**config.mk**
```make
export PLATFORM = sky130hd
export DESIGN_NAME = flash_cmd_seq
export DESIGN_NICKNAME = d
export VERILOG_FILES = /design/src/rtl/fseq_pkg.sv /design/src/rtl/fseq_bus_engine.sv /design/src/rtl/fseq_result_eval.sv /design/src/rtl/flash_cmd_seq.sv
export SDC_FILE = /design/constraint.sdc
export NUM_CORES = 1
export LEC_CHECK = 0
export ABC_AREA = 1
export BUFFER_PORTS_ARGS = -buffer_cell sky130_fd_sc_hd__buf_4
export CAP_MARGIN = 10
export CORE_AREA = 2 2 155 157
export CTS_BUF_LIST = sky130_fd_sc_hd__clkbuf_8
export DETAILED_ROUTE_END_ITERATION = 8
export DIE_AREA = 0 0 157 159
export GPL_TIMING_DRIVEN = 0
export RECOVER_POWER = 50
export SETUP_SLACK_MARGIN = 0.05
export SYNTH_ARGS = -nofsm -noshare
export SYNTH_HDL_FRONTEND = slang
export SYNTH_SLANG_ARGS = --single-unit
```
**constraint.sdc**
```tcl
create_clock -name clk -period 2.54 [get_ports clk]
set_input_delay 0.508 -clock clk [delete_from_list [all_inputs] [get_ports clk]]
set_output_delay 0.508 -clock clk [all_outputs]
set_load 0.01 [all_outputs]
```
**src/rtl/fseq_pkg.sv**
```systemverilog
package fseq_pkg;

    typedef enum logic [1:0] {
        OP_PROGRAM = 2'd0,
        OP_ERASE   = 2'd1,
        OP_IDENT   = 2'd2,
        OP_IDENT2  = 2'd3
    } op_e;

    typedef enum logic [1:0] {
        K_WRITE = 2'd0,
        K_READ  = 2'd1,
        K_POLL  = 2'd2
    } kind_e;

    typedef struct packed {
        kind_e       kind;
        logic [31:0] addr;
        logic [7:0]  data;
    } item_t;

    localparam logic [31:0] UNLOCK_ADDR_A = 32'h0000_0555;
    localparam logic [31:0] UNLOCK_ADDR_B = 32'h0000_02AA;
    localparam logic [7:0]  UNLOCK_BYTE_A = 8'hAA;
    localparam logic [7:0]  UNLOCK_BYTE_B = 8'h55;
    localparam logic [7:0]  CMD_PROGRAM   = 8'hA0;
    localparam logic [7:0]  CMD_ERASE_ARM = 8'h80;
    localparam logic [7:0]  CMD_ERASE_ALL = 8'h10;
    localparam logic [7:0]  CMD_IDENT     = 8'h90;
    localparam logic [7:0]  CMD_RESET     = 8'hF0;
    localparam logic [3:0]  RESET_LEN     = 4'd3;

    function automatic item_t mk_item(kind_e k, logic [31:0] a, logic [7:0] d);
        item_t it;
        it.kind = k;
        it.addr = a;
        it.data = d;
        return it;
    endfunction

    // Three-write group: two unlock writes then one command byte.
    function automatic item_t unlocked_cmd(logic [3:0] pos, logic [7:0] cmd);
        item_t it;
        case (pos)
            4'd0:    it = mk_item(K_WRITE, UNLOCK_ADDR_A, UNLOCK_BYTE_A);
            4'd1:    it = mk_item(K_WRITE, UNLOCK_ADDR_B, UNLOCK_BYTE_B);
            default: it = mk_item(K_WRITE, UNLOCK_ADDR_A, cmd);
        endcase
        return it;
    endfunction

    function automatic item_t script_item(logic [1:0] op, logic [3:0] idx,
                                          logic [31:0] tgt, logic [7:0] wd,
                                          logic in_rst);
        item_t it;
        if (in_rst) begin
            it = unlocked_cmd(idx, CMD_RESET);
        end else begin
            case (op)
                2'd0: begin
                    if (idx < 4'd3)       it = unlocked_cmd(idx, CMD_PROGRAM);
                    else if (idx == 4'd3) it = mk_item(K_WRITE, tgt, wd);
                    else                  it = mk_item(K_POLL, tgt, 8'h00);
                end
                2'd1: begin
                    if (idx < 4'd3)      it = unlocked_cmd(idx, CMD_ERASE_ARM);
                    else if (idx < 4'd6) it = unlocked_cmd(4'(idx - 4'd3), CMD_ERASE_ALL);
                    else                 it = mk_item(K_POLL, tgt, 8'h00);
                end
                default: begin
                    if (idx < 4'd3)       it = unlocked_cmd(idx, CMD_IDENT);
                    else if (idx == 4'd3) it = mk_item(K_READ, 32'h0, 8'h00);
                    else if (idx == 4'd4) it = mk_item(K_READ, 32'h1, 8'h00);
                    else                  it = unlocked_cmd(4'(idx - 4'd5), CMD_RESET);
                end
            endcase
        end
        return it;
    endfunction

    function automatic logic [3:0] script_len(logic [1:0] op);
        case (op)
            2'd0:    return 4'd5;
            2'd1:    return 4'd7;
            default: return 4'd8;
        endcase
    endfunction

endpackage

```
**src/rtl/fseq_bus_engine.sv**
```systemverilog
module fseq_bus_engine #(
    parameter int AW      = 16,
    parameter int T_SETUP = 2,
    parameter int T_PULSE = 3,
    parameter int T_HOLD  = 2
) (
    input  logic          clk,
    input  logic          rst_n,
    input  logic          start,
    input  logic          start_wr,
    input  logic [AW-1:0] start_addr,
    input  logic [7:0]    start_data,
    input  logic [7:0]    dq_i,
    output logic          cyc_done_o,
    output logic [7:0]    rdata_o,
    output logic          ce_n_o,
    output logic          we_n_o,
    output logic          oe_n_o,
    output logic [AW-1:0] addr_o,
    output logic [7:0]    dq_o,
    output logic          dq_oe_o
);

    localparam int TMAX = (T_SETUP > T_PULSE) ? ((T_SETUP > T_HOLD) ? T_SETUP : T_HOLD)
                                              : ((T_PULSE > T_HOLD) ? T_PULSE : T_HOLD);
    localparam int CW = $clog2(TMAX) + 1;

    typedef enum logic [1:0] {PH_IDLE, PH_SETUP, PH_PULSE, PH_HOLD} phase_e;

    typedef struct packed {
        phase_e        phase;
        logic [CW-1:0] cnt;
        logic          wr;
        logic [AW-1:0] addr;
        logic [7:0]    data;
        logic [7:0]    rdata;
    } eng_t;

    eng_t eng_d, eng_q;

    assign cyc_done_o = (eng_q.phase == PH_HOLD) && (eng_q.cnt == CW'(T_HOLD - 1));

    always_comb begin
        eng_d = eng_q;
        case (eng_q.phase)
            PH_SETUP: begin
                if (eng_q.cnt == CW'(T_SETUP - 1)) begin
                    eng_d.phase = PH_PULSE;
                    eng_d.cnt   = '0;
                end else begin
                    eng_d.cnt = eng_q.cnt + 1'b1;
                end
            end
            PH_PULSE: begin
                if (eng_q.cnt == CW'(T_PULSE - 1)) begin
                    eng_d.phase = PH_HOLD;
                    eng_d.cnt   = '0;
                    if (!eng_q.wr) eng_d.rdata = dq_i;
                end else begin
                    eng_d.cnt = eng_q.cnt + 1'b1;
                end
            end
            PH_HOLD: begin
                if (cyc_done_o) begin
                    eng_d.phase = PH_IDLE;
                    eng_d.cnt   = '0;
                end else begin
                    eng_d.cnt = eng_q.cnt + 1'b1;
                end
            end
            default: ;
        endcase
        if (start) begin
            eng_d.phase = PH_SETUP;
            eng_d.cnt   = '0;
            eng_d.wr    = start_wr;
            eng_d.addr  = start_addr;
            eng_d.data  = start_data;
        end
    end

    always_ff @(posedge clk or negedge rst_n) begin
        if (!rst_n) eng_q <= '0;
        else        eng_q <= eng_d;
    end

    assign rdata_o = eng_q.rdata;
    assign ce_n_o  = (eng_q.phase == PH_IDLE);
    assign we_n_o  = !((eng_q.phase == PH_PULSE) && eng_q.wr);
    assign oe_n_o  = !((eng_q.phase == PH_PULSE) && !eng_q.wr);
    assign addr_o  = eng_q.addr;
    assign dq_o    = eng_q.data;
    assign dq_oe_o = (eng_q.phase != PH_IDLE) && eng_q.wr;

    AST_START_LEGAL: assert property (@(posedge clk) disable iff (!rst_n)
        start |-> (ce_n_o || cyc_done_o));

    AST_ADDR_HELD: assert property (@(posedge clk) disable iff (!rst_n)
        (!ce_n_o && $past(!ce_n_o) && !$past(cyc_done_o)) |-> ($stable(addr_o) && $stable(dq_o)));

    AST_STROBE_EXCL: assert property (@(posedge clk) disable iff (!rst_n)
        !(!we_n_o && !oe_n_o));

endmodule

```
**src/rtl/fseq_result_eval.sv**
```systemverilog
module fseq_result_eval (
    input  logic       is_erase,
    input  logic [7:0] rdata,
    input  logic [7:0] wdata,
    input  logic [7:0] id_lo,
    input  logic [7:0] id_hi,
    output logic       poll_ok,
    output logic       parity_err
);

    always_comb begin
        if (is_erase) poll_ok = rdata[7];
        else          poll_ok = (rdata[7] == wdata[7]);
        parity_err = !(^id_lo) || !(^id_hi);
    end

endmodule

```
**src/rtl/flash_cmd_seq.sv**
```systemverilog
module flash_cmd_seq
    import fseq_pkg::*;
#(
    parameter int AW        = 16,
    parameter int T_SETUP   = 2,
    parameter int T_PULSE   = 3,
    parameter int T_HOLD    = 2,
    parameter int MAX_POLLS = 1024
) (
    input  logic          clk,
    input  logic          rst_n,
    input  logic          req_valid,
    output logic          req_ready,
    input  logic [1:0]    req_op,
    input  logic [AW-1:0] req_addr,
    input  logic [7:0]    req_data,
    output logic          done,
    output logic [15:0]   rsp_data,
    output logic          err_timeout,
    output logic          err_parity,
    output logic          flash_ce_n,
    output logic          flash_we_n,
    output logic          flash_oe_n,
    output logic [AW-1:0] flash_addr,
    output logic [7:0]    flash_dq_o,
    output logic          flash_dq_oe,
    input  logic [7:0]    flash_dq_i
);

    localparam int PW = $clog2(MAX_POLLS + 1);

    typedef enum logic [1:0] {S_IDLE, S_RUN, S_RESP} state_e;

    typedef struct packed {
        state_e        state;
        logic [1:0]    op;
        logic [31:0]   tgt;
        logic [7:0]    wd;
        logic [3:0]    idx;
        logic          in_rst;
        logic [PW-1:0] polls;
        logic [7:0]    id_lo;
        logic [7:0]    id_hi;
        logic [7:0]    last;
        logic          tmo;
    } seq_t;

    seq_t  seq_d, seq_q;
    item_t cur_item, eng_item;
    logic  eng_start, eng_done, poll_ok, parity_err;
    logic  [7:0] eng_rdata;
    logic  [3:0] nxt_idx, seq_len;

    fseq_result_eval i_eval (
        .is_erase   (seq_q.op == 2'd1),
        .rdata      (eng_rdata),
        .wdata      (seq_q.wd),
        .id_lo      (seq_q.id_lo),
        .id_hi      (seq_q.id_hi),
        .poll_ok    (poll_ok),
        .parity_err (parity_err)
    );

    fseq_bus_engine #(
        .AW(AW), .T_SETUP(T_SETUP), .T_PULSE(T_PULSE), .T_HOLD(T_HOLD)
    ) i_engine (
        .clk        (clk),
        .rst_n      (rst_n),
        .start      (eng_start),
        .start_wr   (eng_item.kind == K_WRITE),
        .start_addr (eng_item.addr[AW-1:0]),
        .start_data (eng_item.data),
        .dq_i       (flash_dq_i),
        .cyc_done_o (eng_done),
        .rdata_o    (eng_rdata),
        .ce_n_o     (flash_ce_n),
        .we_n_o     (flash_we_n),
        .oe_n_o     (flash_oe_n),
        .addr_o     (flash_addr),
        .dq_o       (flash_dq_o),
        .dq_oe_o    (flash_dq_oe)
    );

    always_comb begin
        seq_d     = seq_q;
        eng_start = 1'b0;
        eng_item  = '0;
        cur_item  = script_item(seq_q.op, seq_q.idx, seq_q.tgt, seq_q.wd, seq_q.in_rst);
        nxt_idx   = seq_q.idx + 4'd1;
        seq_len   = seq_q.in_rst ? RESET_LEN : script_len(seq_q.op);
        case (seq_q.state)
            S_IDLE: begin
                if (req_valid) begin
                    seq_d.state  = S_RUN;
                    seq_d.op     = req_op;
                    seq_d.tgt    = 32'(req_addr);
                    seq_d.wd     = req_data;
                    seq_d.idx    = '0;
                    seq_d.in_rst = 1'b0;
                    seq_d.polls  = '0;
                    seq_d.id_lo  = '0;
                    seq_d.id_hi  = '0;
                    seq_d.last   = '0;
                    seq_d.tmo    = 1'b0;
                    eng_start    = 1'b1;
                    eng_item     = script_item(req_op, 4'd0, 32'(req_addr), req_data, 1'b0);
                end
            end
            S_RUN: begin
                if (eng_done) begin
                    if (cur_item.kind == K_POLL) begin
                        seq_d.last = eng_rdata;
                        if (poll_ok) begin
                            seq_d.state = S_RESP;
                        end else if (seq_q.polls == PW'(MAX_POLLS - 1)) begin
                            seq_d.in_rst = 1'b1;
                            seq_d.idx    = '0;
                            seq_d.tmo    = 1'b1;
                            eng_start    = 1'b1;
                            eng_item     = script_item(seq_q.op, 4'd0, seq_q.tgt, seq_q.wd, 1'b1);
                        end else begin
                            seq_d.polls = seq_q.polls + 1'b1;
                            eng_start   = 1'b1;
                            eng_item    = cur_item;
                        end
                    end else begin
                        if (cur_item.kind == K_READ) begin
                            if (seq_q.idx[0]) seq_d.id_lo = eng_rdata;
                            else              seq_d.id_hi = eng_rdata;
                        end
                        if (nxt_idx == seq_len) begin
                            seq_d.state = S_RESP;
                        end else begin
                            seq_d.idx = nxt_idx;
                            eng_start = 1'b1;
                            eng_item  = script_item(seq_q.op, nxt_idx, seq_q.tgt, seq_q.wd, seq_q.in_rst);
                        end
                    end
                end
            end
            S_RESP:  seq_d.state = S_IDLE;
            default: seq_d.state = S_IDLE;
        endcase
    end

    always_ff @(posedge clk or negedge rst_n) begin
        if (!rst_n) seq_q <= '0;
        else        seq_q <= seq_d;
    end

    assign req_ready   = (seq_q.state == S_IDLE);
    assign done        = (seq_q.state == S_RESP);
    assign rsp_data    = !done ? 16'h0000
                       : (seq_q.op[1] ? {seq_q.id_hi, seq_q.id_lo} : {8'h00, seq_q.last});
    assign err_timeout = done && seq_q.tmo;
    assign err_parity  = done && seq_q.op[1] && parity_err;

    AST_IDLE_QUIET: assert property (@(posedge clk) disable iff (!rst_n)
        req_ready |-> (flash_ce_n && flash_we_n && flash_oe_n && !flash_dq_oe));

    AST_READ_TRISTATE: assert property (@(posedge clk) disable iff (!rst_n)
        !flash_oe_n |-> !flash_dq_oe);

    AST_POLL_BOUND: assert property (@(posedge clk) disable iff (!rst_n)
        seq_q.polls < PW'(MAX_POLLS));

    AST_DONE_SINGLE: assert property (@(posedge clk) disable iff (!rst_n)
        done |=> (!done && req_ready));

    AST_FLAGS_WITH_DONE: assert property (@(posedge clk) disable iff (!rst_n)
        !done |-> (!err_timeout && !err_parity && rsp_data == 16'h0000));

endmodule

```
==> results.sh, run 1 <==
export IMPL_grt_remaining_overflow=0
export IMPL_cts_buffers=9
export IMPL_gp_congestion=0.940
export IMPL_design_area_mm2=0.00859
export IMPL_die_area_mm2=0.0250
export IMPL_row_count=56
export IMPL_synthCells=1010
export IMPL_grtUsageTotal=0.171
export IMPL_pre_cts_ws_ns=-0.382
export IMPL_setup_ws_ns=0.108
export IMPL_arrival_ns=2.73
export IMPL_grt_use_met2=0.276
export IMPL_grt_pass1_vias=6531
export IMPL_fin_hold_ws_ns=0.288
export IMPL_netlist_cell_type_count=41
export IMPL_drt_initial_drc_count=531
export IMPL_area_growth_pct=24.5
export IMPL_hp_class="input port to asynchronous set/reset pin"
export IMPL_placedInstanceArea_mm2=0.00796
export IMPL_rr_endpoint="i_engine.addr_o[6]"
export IMPL_syn_area_per_cell_um2=6.83
export IMPL_busiest_layer="met2"
export IMPL_status="completed"
export IMPL_grt_start_max_net_pins=63
export IMPL_worstSkewPairLatency_ns=0.42
export IMPL_rsz0062_at_grt="yes"
export IMPL_synth_edf_count=0
export IMPL_cp_startpoint="seq_q[37]"
export IMPL_drt_pass1_iterations=5
export IMPL_grt_use_met1=0.237
export IMPL_n_fill_cell=2467
export IMPL_crit_path_end_kind="register"
export IMPL_p_leak_uw=0.00428
export IMPL_critical_path_required_ns=2.84
export IMPL_start_util=0.298
export IMPL_fp_dieH_um=159
export IMPL_drc=0
export IMPL_critPathMaxStageDelay_ns=0.43
export IMPL_synth_top_area_frac=0.384
export IMPL_fmax_ghz=0.411
export IMPL_ys_seq_area_frac=0.384
export IMPL_drive_above_1_share=0.221
export IMPL_critPathKind="register to register"
export IMPL_synth_warnings=0
export IMPL_port_buffers=84
export IMPL_synth_area_leaders="dfrtp_1 (38%), nand2_1 (22%), a21oi_1 (5.4%)"
export IMPL_synth_top_cell_by_area="dfrtp_1"
export IMPL_ff2ff_setup_slack_ns=0.11
export IMPL_grtUsageMet3=0.0338
export IMPL_fin_skew_ns=0.0201
export IMPL_cts_sinks=106
export IMPL_grt_antenna_before_repair=0
export IMPL_vias=6975
export IMPL_r2r_start="seq_q[37]"
export IMPL_diodes=0
export IMPL_powerDensity_mw_per_mm2=1130
export IMPL_reg2reg_depth=18
export IMPL_period_minus_slack_ns=2.43
export IMPL_die_w_um=157
export IMPL_routed_wirelength_um=21200
export IMPL_relSlewSlack=0.242
export IMPL_startpoint_type="register"
export IMPL_hold_viol_final=0
export IMPL_crit_path_frequent_cell="nand2_1"
export IMPL_clockBufferDepth=2
export IMPL_syn_area_mm2=0.00690
export IMPL_hpwlAfterDp_um=15900
export IMPL_worst_pin_slew_ns=1.14
export IMPL_slew_violations=0
export IMPL_vdd_ir_drop_max_uv=395
export IMPL_nets=1175
export IMPL_io_pins=85
export IMPL_crit_end="i_engine.addr_o[6]"
export IMPL_finalNonFillerCells=1450
export IMPL_synth_flop_cell="dfrtp_1"
export IMPL_via_per_inst=4.81
export IMPL_core_area_mm2=0.0232
export IMPL_h_tree_depth=3
export IMPL_cts_tree="yes"
export IMPL_synth_fp_nets=1059
export IMPL_fin_crit_sh=0.957
export IMPL_ant_nets=0
export IMPL_placed_cells=1414
export IMPL_cpMaxStageDelayCell="dfrtp_2"
export IMPL_clk_pin_slew_ns=0.12
export IMPL_async_flop_share=1.00
export IMPL_setup_tns_ns=0
export IMPL_crit_fanout=8
export IMPL_holdBufCountCts=0
export IMPL_routed_wire_length_per_instance_um=14.6
export IMPL_max_cap_violations=0
export IMPL_grt_first_pass_wirelength_um=34000
export IMPL_cts_root_buf="clkbuf_8"
export IMPL_cp_cell_sequence="buf_8 -> clkinvlp_4 -> ha_4 -> inv_4 -> nor2_4 -> nor2_1 -> nand2_1 -> nand2_2 -> nor2_4 -> nand3_4 -> nand2_2 -> nand2_1 -> nand3_1 -> nand2_1 -> nand2_1 -> nand2_1 -> nand2_1 -> nand2_1"
export IMPL_yosys_register_bits=106
export IMPL_setup_viol=0
## logic make-up (layout without fill, tap and decap cells)
kind of cell | after synthesis | after routing | synth area share
AO/OA/AOI/OAI | 163 | 163 | 0.125
flip-flops | 106 | 106 | 0.384
multiplexers | 7 | 7 | 0.0114
AND/OR/NAND/NOR | 571 | 571 | 0.345
XOR/XNOR | 18 | 18 | 0.0228
buffers and inverters | 133 | 254 | 0.0897
adder cells (fa/ha/maj) | 12 | 12 | 0.0218
## state kept, by name (all words and copies together) (netlist names)
signal	count
i_engine.dq_o	8
i_engine.addr_o	16
i_engine.eng_q	6
seq_q	68
i_engine.rdata_o	8
## worst min path at each step
stage | slack [ns] | endpoint | from | depth (start not counted)
after floorplan | 0.21 | i_engine.addr_o[0] | rst_n | 0
after global placement | 0.46 | i_engine.addr_o[13] | i_engine.addr_o[13] | 2
after global routing | 0.27 | seq_q[46] | req_data[5] | 3
final | 0.29 | seq_q[58] | rst_n | 1
after CTS | 0.10 | seq_q[58] | rst_n | 1
after detailed placement | 0.46 | i_engine.addr_o[13] | i_engine.addr_o[13] | 2
## per-layer routing
layer / wire length, um / share of wire
met3: 1250 / 0.059
met5: 0 / 0
met2: 10100 / 0.47
met1: 9670 / 0.46
met4: 212 / 0.010
## through the flow
stage / utilization / total power, uW
CTS: 0.357 / 9250
finish: 0.370 / 9690
global route: 0.370 / 10600
detailed placement: 0.343 / 7980
global placement: 0.342 / 7930
floorplan: - / 6400
## critical path: cells and delay by family, from the launching register on
kind / cells / cell delay, ns
AND/OR/NAND/NOR: 14 / 1.22
flip-flops: 1 / 0.43
buffers and inverters: 3 / 0.33
adder cells (fa/ha/maj): 1 / 0.33
## cells in the mapped netlist, types with 7 or more instances
| cell | n |
|---|---|
| nand3_1 | 50 |
| ha_1 | 12 |
| o211ai_1 | 8 |
| clkbuf_1 | 16 |
| nand2_2 | 9 |
| nor2_1 | 75 |
| inv_1 | 67 |
| nand2_1 | 398 |
| buf_4 | 24 |
| buf_2 | 10 |
| nand4_1 | 11 |
| mux2_2 | 7 |
| xnor2_1 | 11 |
| nor2_2 | 7 |
| a21oi_1 | 74 |
| o21ai_0 | 68 |
| dfrtp_1 | 106 |
| xor2_1 | 7 |
## power by group
group / switching, uW / internal [uW] / leakage (uW)
Combinational: 3700 / 2180 / 0.00284
Sequential: 447 / 2230 / 0.00133
Clock: 736 / 412 / 0.000109
Total: 4880 / 4810 / 0.00428
## cells in the final DEF (no fill, tap or decap), drive strengths merged, types with 3 or more instances in the layout
cell type | netlist | final
xnor2 | 11 | 11
clkinvlp | 0 | 3
nand4 | 12 | 12
nand2 | 410 | 410
buf | 40 | 119
clkbuf | 16 | 51
nor3 | 7 | 7
o21a | 3 | 3
inv | 74 | 76
o21ai | 70 | 70
a21oi | 75 | 75
dfrtp | 106 | 106
ha | 12 | 12
nand3 | 53 | 53
xor2 | 7 | 7
nor2 | 85 | 85
o211ai | 8 | 8
clkinv | 3 | 5
mux2 | 7 | 7
## timing repair
| action | 4_1_cts | 5_1_grt |
|---|---|---|
| setup endpoints to repair | 53 | 63 |
| pin swaps | 2 | 26 |
| hold endpoints to repair | 0 | 0 |
| resized for setup | 18 | 78 |
| buffers inserted | 6 | 14 |
## area by class of cell
class                           instances  area [um2]  area share
Sequential cell                       106        2650       0.309
Tap cell                              319         399      0.0465
Inverter                               77         309      0.0360
Timing Repair Buffer                  105         774      0.0901
Buffer                                 56         367      0.0427
Clock buffer                            9         124      0.0144
Clock inverter                          7        96.3      0.0112
Multi-Input combinational cell        771        3870       0.450
(Power assumes the default switching activity.)
==> run 2, diff against run 1 <==
CTS_CLUSTER_SIZE = 12   (was default)
SLEW_MARGIN = 25   (was default)
clock period = 2.5 ns   (was 2.54 ns; I/O delays follow)
==> run 2 against run 1 <==
  * Wire length hardly changed
  * Clock power hardly changed
  * Die area stayed put
  * Critical path type is now register to primary output
  * Critical endpoint is now rsp_data[4]
==> results.sh, run 2 (synthesis results as in run 1) <==
export IMPL_hpwlAfterDp_um=15900
export IMPL_area_growth_pct=25.9
export IMPL_largest_register="seq_q"
export IMPL_crit_fanout=10
export IMPL_fin_crit_sh=0.951
export IMPL_mostFrequentLayoutCells="nand2_1 (381), buf_4 (117), dfrtp_1 (105)"
export IMPL_wl_met3_um=1340
export IMPL_max_cap_violations=0
export IMPL_crit_path_end_kind="primary output"
export IMPL_placedInstanceArea_mm2=0.00796
export IMPL_die_w_um=157
export IMPL_clockBufferDepth=2
export IMPL_grtUsageTotal=0.171
export IMPL_drc=0
export IMPL_setup_tns_ns=0
export IMPL_grt_first_pass_wirelength_um=34000
export IMPL_core_area_mm2=0.0232
export IMPL_critPathKind="register to primary output"
export IMPL_n_fill_cell=2452
export IMPL_final_common_cell="nand2_1"
export IMPL_grt_remaining_overflow=0
export IMPL_drt_pass1_iterations=6
export IMPL_p_leak_uw=0.00431
export IMPL_largest_reg_flops=68
export IMPL_hp_class="input port to register"
export IMPL_fp_dieH_um=159
export IMPL_cts_root_buf="clkbuf_8"
export IMPL_die_area_mm2=0.0250
export IMPL_rsz0062_at_grt="yes"
export IMPL_top_layer_used="met4"
export IMPL_relSlewSlack=0.237
export IMPL_cts_sinks=106
export IMPL_port_buffers=84
export IMPL_fin_skew_ns=0.0174
export IMPL_worst_pin_slew_ns=1.15
export IMPL_routed_wire_length_per_instance_um=14.6
export IMPL_slew_violations=0
export IMPL_drt_met1_wl_um=9500
export IMPL_cts_tree="yes"
export IMPL_status="completed"
export IMPL_ant_nets=0
export IMPL_h_tree_depth=3
export IMPL_vias=7001
export IMPL_worstSkewPairLatency_ns=0.42
export IMPL_setup_viol=0
export IMPL_hold_viol_final=0
export IMPL_drive_above_1_share=0.232
export IMPL_powerDensity_mw_per_mm2=1140
export IMPL_grt_start_max_net_pins=63
export IMPL_drt_initial_drc_count=542
export IMPL_gp_congestion=0.940
export IMPL_design_area_mm2=0.00869
export IMPL_cts_buffers=9
export IMPL_io_pins=85
export IMPL_routed_wl_met2_um=10100
export IMPL_fmax_ghz=0.421
export IMPL_diodes=0
export IMPL_grt_pass1_vias=6552
export IMPL_start_util=0.298
export IMPL_critical_path_required_ns=2.00
export IMPL_routed_wirelength_um=21200
export IMPL_arrival_ns=1.88
export IMPL_nets=1182
export IMPL_startpoint_type="register"
export IMPL_clk_pin_slew_ns=0.12
export IMPL_grt_antenna_before_repair=0
export IMPL_vdd_ir_drop_max_uv=435
export IMPL_period_minus_slack_ns=2.38
export IMPL_via_per_inst=4.81
export IMPL_holdBufCountCts=0
export IMPL_row_count=56
[run 2: changes by cell type in the layout (fill, tap and decap cells not counted), sizes merged]
cell    delta
buf       +11
clkbuf     -4
[run 2: per-stage QoR]
step | utilization | instances | total power (uW) | hold WS (ns) | worst slack (ns)
2_1_floorplan | - | 1010 | 6500 | 0.204 | 0.230
3_3_place_gp | 0.342 | 1413 | 8050 | 0.458 | -0.420
3_5_place_dp | 0.343 | 1414 | 8100 | 0.459 | -0.422
4_1_cts | 0.359 | 1439 | 9440 | 0.000323 | 0.0443
5_1_grt | 0.375 | 1457 | 10900 | 0.263 | -0.0609
6_report | 0.375 | 1457 | 9940 | 0.281 | 0.123
[run 2: critical path: stages, from the launching register on]
cell	delay, ns
dfrtp_1	0.38
buf_4	0.19
inv_2	0.13
clkbuf_2	0.29
nand2_1	0.09
a21oi_1	0.22
buf_4	0.17
[run 2: where the power goes]
| part | internal (uW) | switching, uW | total, uW |
|---|---|---|---|
| Clock | 419 | 752 | 1170 |
| Sequential | 2260 | 452 | 2710 |
| Combinational | 2270 | 3790 | 6060 |
| Total | 4950 | 5000 | 9940 |
[run 2: cell type report]
class	instances	area (um2)	share of cell area
tap	319	399	0.0459
timing repair buffer	112	827	0.0952
clock buffer	9	124	0.0143
sequential	106	2650	0.305
multi-input combinational	771	3910	0.450
clock inverter	7	96.3	0.0111
buffer	56	365	0.0420
inverter	77	312	0.0359
[run 2: per-layer routing]
| layer | track usage | vias up |
|---|---|---|
| met5 | 0 | - |
| met4 | 0.0359 | 0 |
| met3 | 0.0338 | 23 |
| met2 | 0.277 | 201 |
| met1 | 0.237 | 3310 |
| li1 | - | 3467 |
[run 2: path summary, 6_finish.rpt]
kind | startpoint | end | slack (ns) | cells past startpoint
worst max-delay path | seq_q[82] | rsp_data[4] | 0.12 | 6
max in group asynchronous | rst_n | seq_q[37] | 0.64 | 2
worst max register to register | seq_q[37] | i_engine.addr_o[0] | 0.13 | 16
worst min-delay path | req_op[0] | seq_q[81] | 0.28 | 3
min in group asynchronous | rst_n | seq_q[58] | 0.29 | 1
worst min register to register | i_engine.addr_o[13] | i_engine.addr_o[13] | 0.48 | 2
[run 2: what timing repair did]
action                     CTS  global route
buffers inserted             9            18
pin swaps                    4            20
gates cloned                 0             0
hold endpoints to repair     0             0
setup endpoints to repair   71            61
resized for setup           21            86
==> run 3, diff against run 2 <==
CORE_AREA = 2 2 125 127   (was 2 2 155 157)
DIE_AREA = 0 0 127 129   (was 0 0 157 159)
GPL_TIMING_DRIVEN = default   (was 0)
PLACE_DENSITY = 0.66   (was default)
==> run 3 against run 2 <==
  * Register-to-register slack better by 0.05 ns
  * Die area is 34% lower
  * Flip-flop and latch count stayed put
  * Non-clock buffer count is 46 lower
  * Wire length is 9.8% lower
  * Sequential power is 2% higher
  * Setup slack better by 0.052 ns
  * Final cell count is 12% lower
  * Critical path type is now register to register
  * Design area is 8.3% lower
  * Total power is 6.2% lower
==> results.sh, run 3 (synthesis results as in run 1) <==
export IMPL_status="completed"
export IMPL_fin_crit_sh=0.930
export IMPL_finalNonFillerCells=1280
export IMPL_vdd_ir_drop_max_uv=637
export IMPL_fmax_ghz=0.430
export IMPL_arrival_ns=2.61
export IMPL_grt_remaining_overflow=0
export IMPL_rsz0062_at_grt="yes"
export IMPL_drt_pass1_iterations=6
export IMPL_largest_register="seq_q"
export IMPL_multi_input_area_mm2=0.00372
export IMPL_final_core_util=0.532
export IMPL_critPathKind="register to register"
export IMPL_clk_pin_slew_ns=0.11
export IMPL_setup_viol=0
export IMPL_routed_wire_length_per_instance_um=14.9
export IMPL_die_area_mm2=0.0164
export IMPL_period_minus_slack_ns=2.32
export IMPL_n_fill_cell=1557
export IMPL_worstSkewPairLatency_ns=0.40
export IMPL_die_w_um=127
export IMPL_powerDensity_mw_per_mm2=1170
export IMPL_worst_pin_slew_ns=1.19
export IMPL_port_buffers=84
export IMPL_diodes=0
export IMPL_max_cap_violations=0
export IMPL_cts_tree="yes"
export IMPL_cts_buffers=9
export IMPL_mostFrequentLayoutCells="nand2_1 (393), dfrtp_1 (105), buf_4 (90)"
export IMPL_io_pins=85
export IMPL_cpMaxStageDelayCell="dfrtp_1"
export IMPL_crit_path_end_kind="register"
export IMPL_grt_pass1_vias=6471
export IMPL_clockBufferDepth=2
export IMPL_placed_cells=1257
export IMPL_cts_sinks=106
export IMPL_crit_path_frequent_cell="nand2_1"
export IMPL_row_count=45
export IMPL_drive_above_1_share=0.156
export IMPL_critPathMaxStageDelay_ns=0.44
export IMPL_fin_skew_ns=0.0131
export IMPL_hpwlAfterDp_um=14200
export IMPL_largest_reg_flops=68
export IMPL_core_area_mm2=0.0150
export IMPL_crit_family="simple AND/OR/NAND/NOR gates"
export IMPL_setup_ws_ns=0.175
export IMPL_drt_initial_drc_count=438
export IMPL_via_per_inst=5.26
export IMPL_fp_dieH_um=129
export IMPL_crit_fanout=18
export IMPL_pre_cts_ws_ns=-0.0129
export IMPL_area_growth_pct=15.5
export IMPL_hp_class="input port to register"
export IMPL_timing_critical_path_buf_inv=2
export IMPL_routed_wirelength_um=19100
export IMPL_ant_nets=0
export IMPL_cp_cell_sequence="ha_2 -> inv_1 -> nand2_1 -> nand2_2 -> nand2_4 -> nor2_4 -> buf_12 -> nand2_8 -> a21oi_1 -> a21oi_1 -> nand2_1 -> nand2_1 -> nand2_1 -> nand2_1 -> nand2_1 -> nand2_1"
export IMPL_nets=1136
export IMPL_ff_latch_area_mm2=0.00265
export IMPL_grt_first_pass_wirelength_um=31400
export IMPL_cts_root_buf="clkbuf_8"
export IMPL_gp_congestion=0.943
export IMPL_grt_start_max_net_pins=48
export IMPL_slew_violations=0
export IMPL_relSlewSlack=0.204
export IMPL_hold_viol_final=0
export IMPL_critical_path_required_ns=2.79
export IMPL_grt_antenna_before_repair=0
export IMPL_grtUsageTotal=0.240
export IMPL_start_util=0.461
export IMPL_fin_hold_ws_ns=0.293
export IMPL_vias=6739
export IMPL_setup_tns_ns=0
export IMPL_p_leak_uw=0.00405
export IMPL_final_common_cell="nand2_1"
export IMPL_startpoint_type="register"
export IMPL_h_tree_depth=3
export IMPL_drc=0
[run 3: cell count changes in the layout (fill, tap and decap cells not counted), sizes merged]
cell,change
clkinvlp,-2
bufinv,+1
dlygate4sd3,+1
clkinv,+1
clkbuf,-11
buf,-36
[run 3: where the power goes]
group	internal (uW)	switching, uW
logic	1980	3440
clock network	482	656
registers	2260	506
total	4730	4600
[run 3: metrics by stage]
stage	power (uW)	area, um2
finish	9320	7970
global route	10200	7970
CTS	9150	7930
detailed placement	7960	7700
global placement	7920	7700
floorplan	6500	6900
[run 3: worst reg2reg max path, delay by kind of cell, from the launching register on]
kind                       cells  cell delay [ns]
DFF                            1             0.44
adders and majority gates      1             0.23
AOI/OAI and AO/OA              2             0.26
buffers and inverters          2             0.26
and+or+nand+nor               11             1.03
[run 3: area by class of cell]
type | count | share of cell area
multi-input combinational | 771 | 0.466
sequential | 106 | 0.333
timing repair buffer | 122 | 0.108
inverter | 77 | 0.0366
tap | 188 | 0.0295
clock buffer | 9 | 0.0155
clock inverter | 7 | 0.0110
[run 3: per-layer routing]
| metal | wire length [um] | GRT usage | vias to the layer above |
|---|---|---|---|
| li1 | - | - | 3359 |
| met1 | 8500 | 0.311 | 3138 |
| met2 | 9180 | 0.404 | 199 |
| met3 | 888 | 0.0449 | 43 |
| met4 | 554 | 0.0853 | 0 |
| met5 | 0 | 0 | - |
[run 3: path summary, 6_finish.rpt]
check                                    start             endpoint  slack (ns)  cells after the start
min in group asynchronous                rst_n            seq_q[12]        0.53                      2
max in group asynchronous                rst_n            seq_q[59]        0.45                      3
max                                  seq_q[37]   i_engine.addr_o[7]        0.18                     16
min reg2reg                i_engine.addr_o[12]  i_engine.addr_o[12]        0.49                      2
max reg2reg                          seq_q[37]   i_engine.addr_o[7]        0.18                     16
min                                req_data[0]            seq_q[41]        0.29                      3
[run 3: repair_timing]
item	4_1_cts	5_1_grt
hold buffers	1	0
gates resized for setup	2	20
setup endpoints to repair	11	32
hold endpoints to repair	5	0
buffers inserted	0	5
pin swaps	0	4
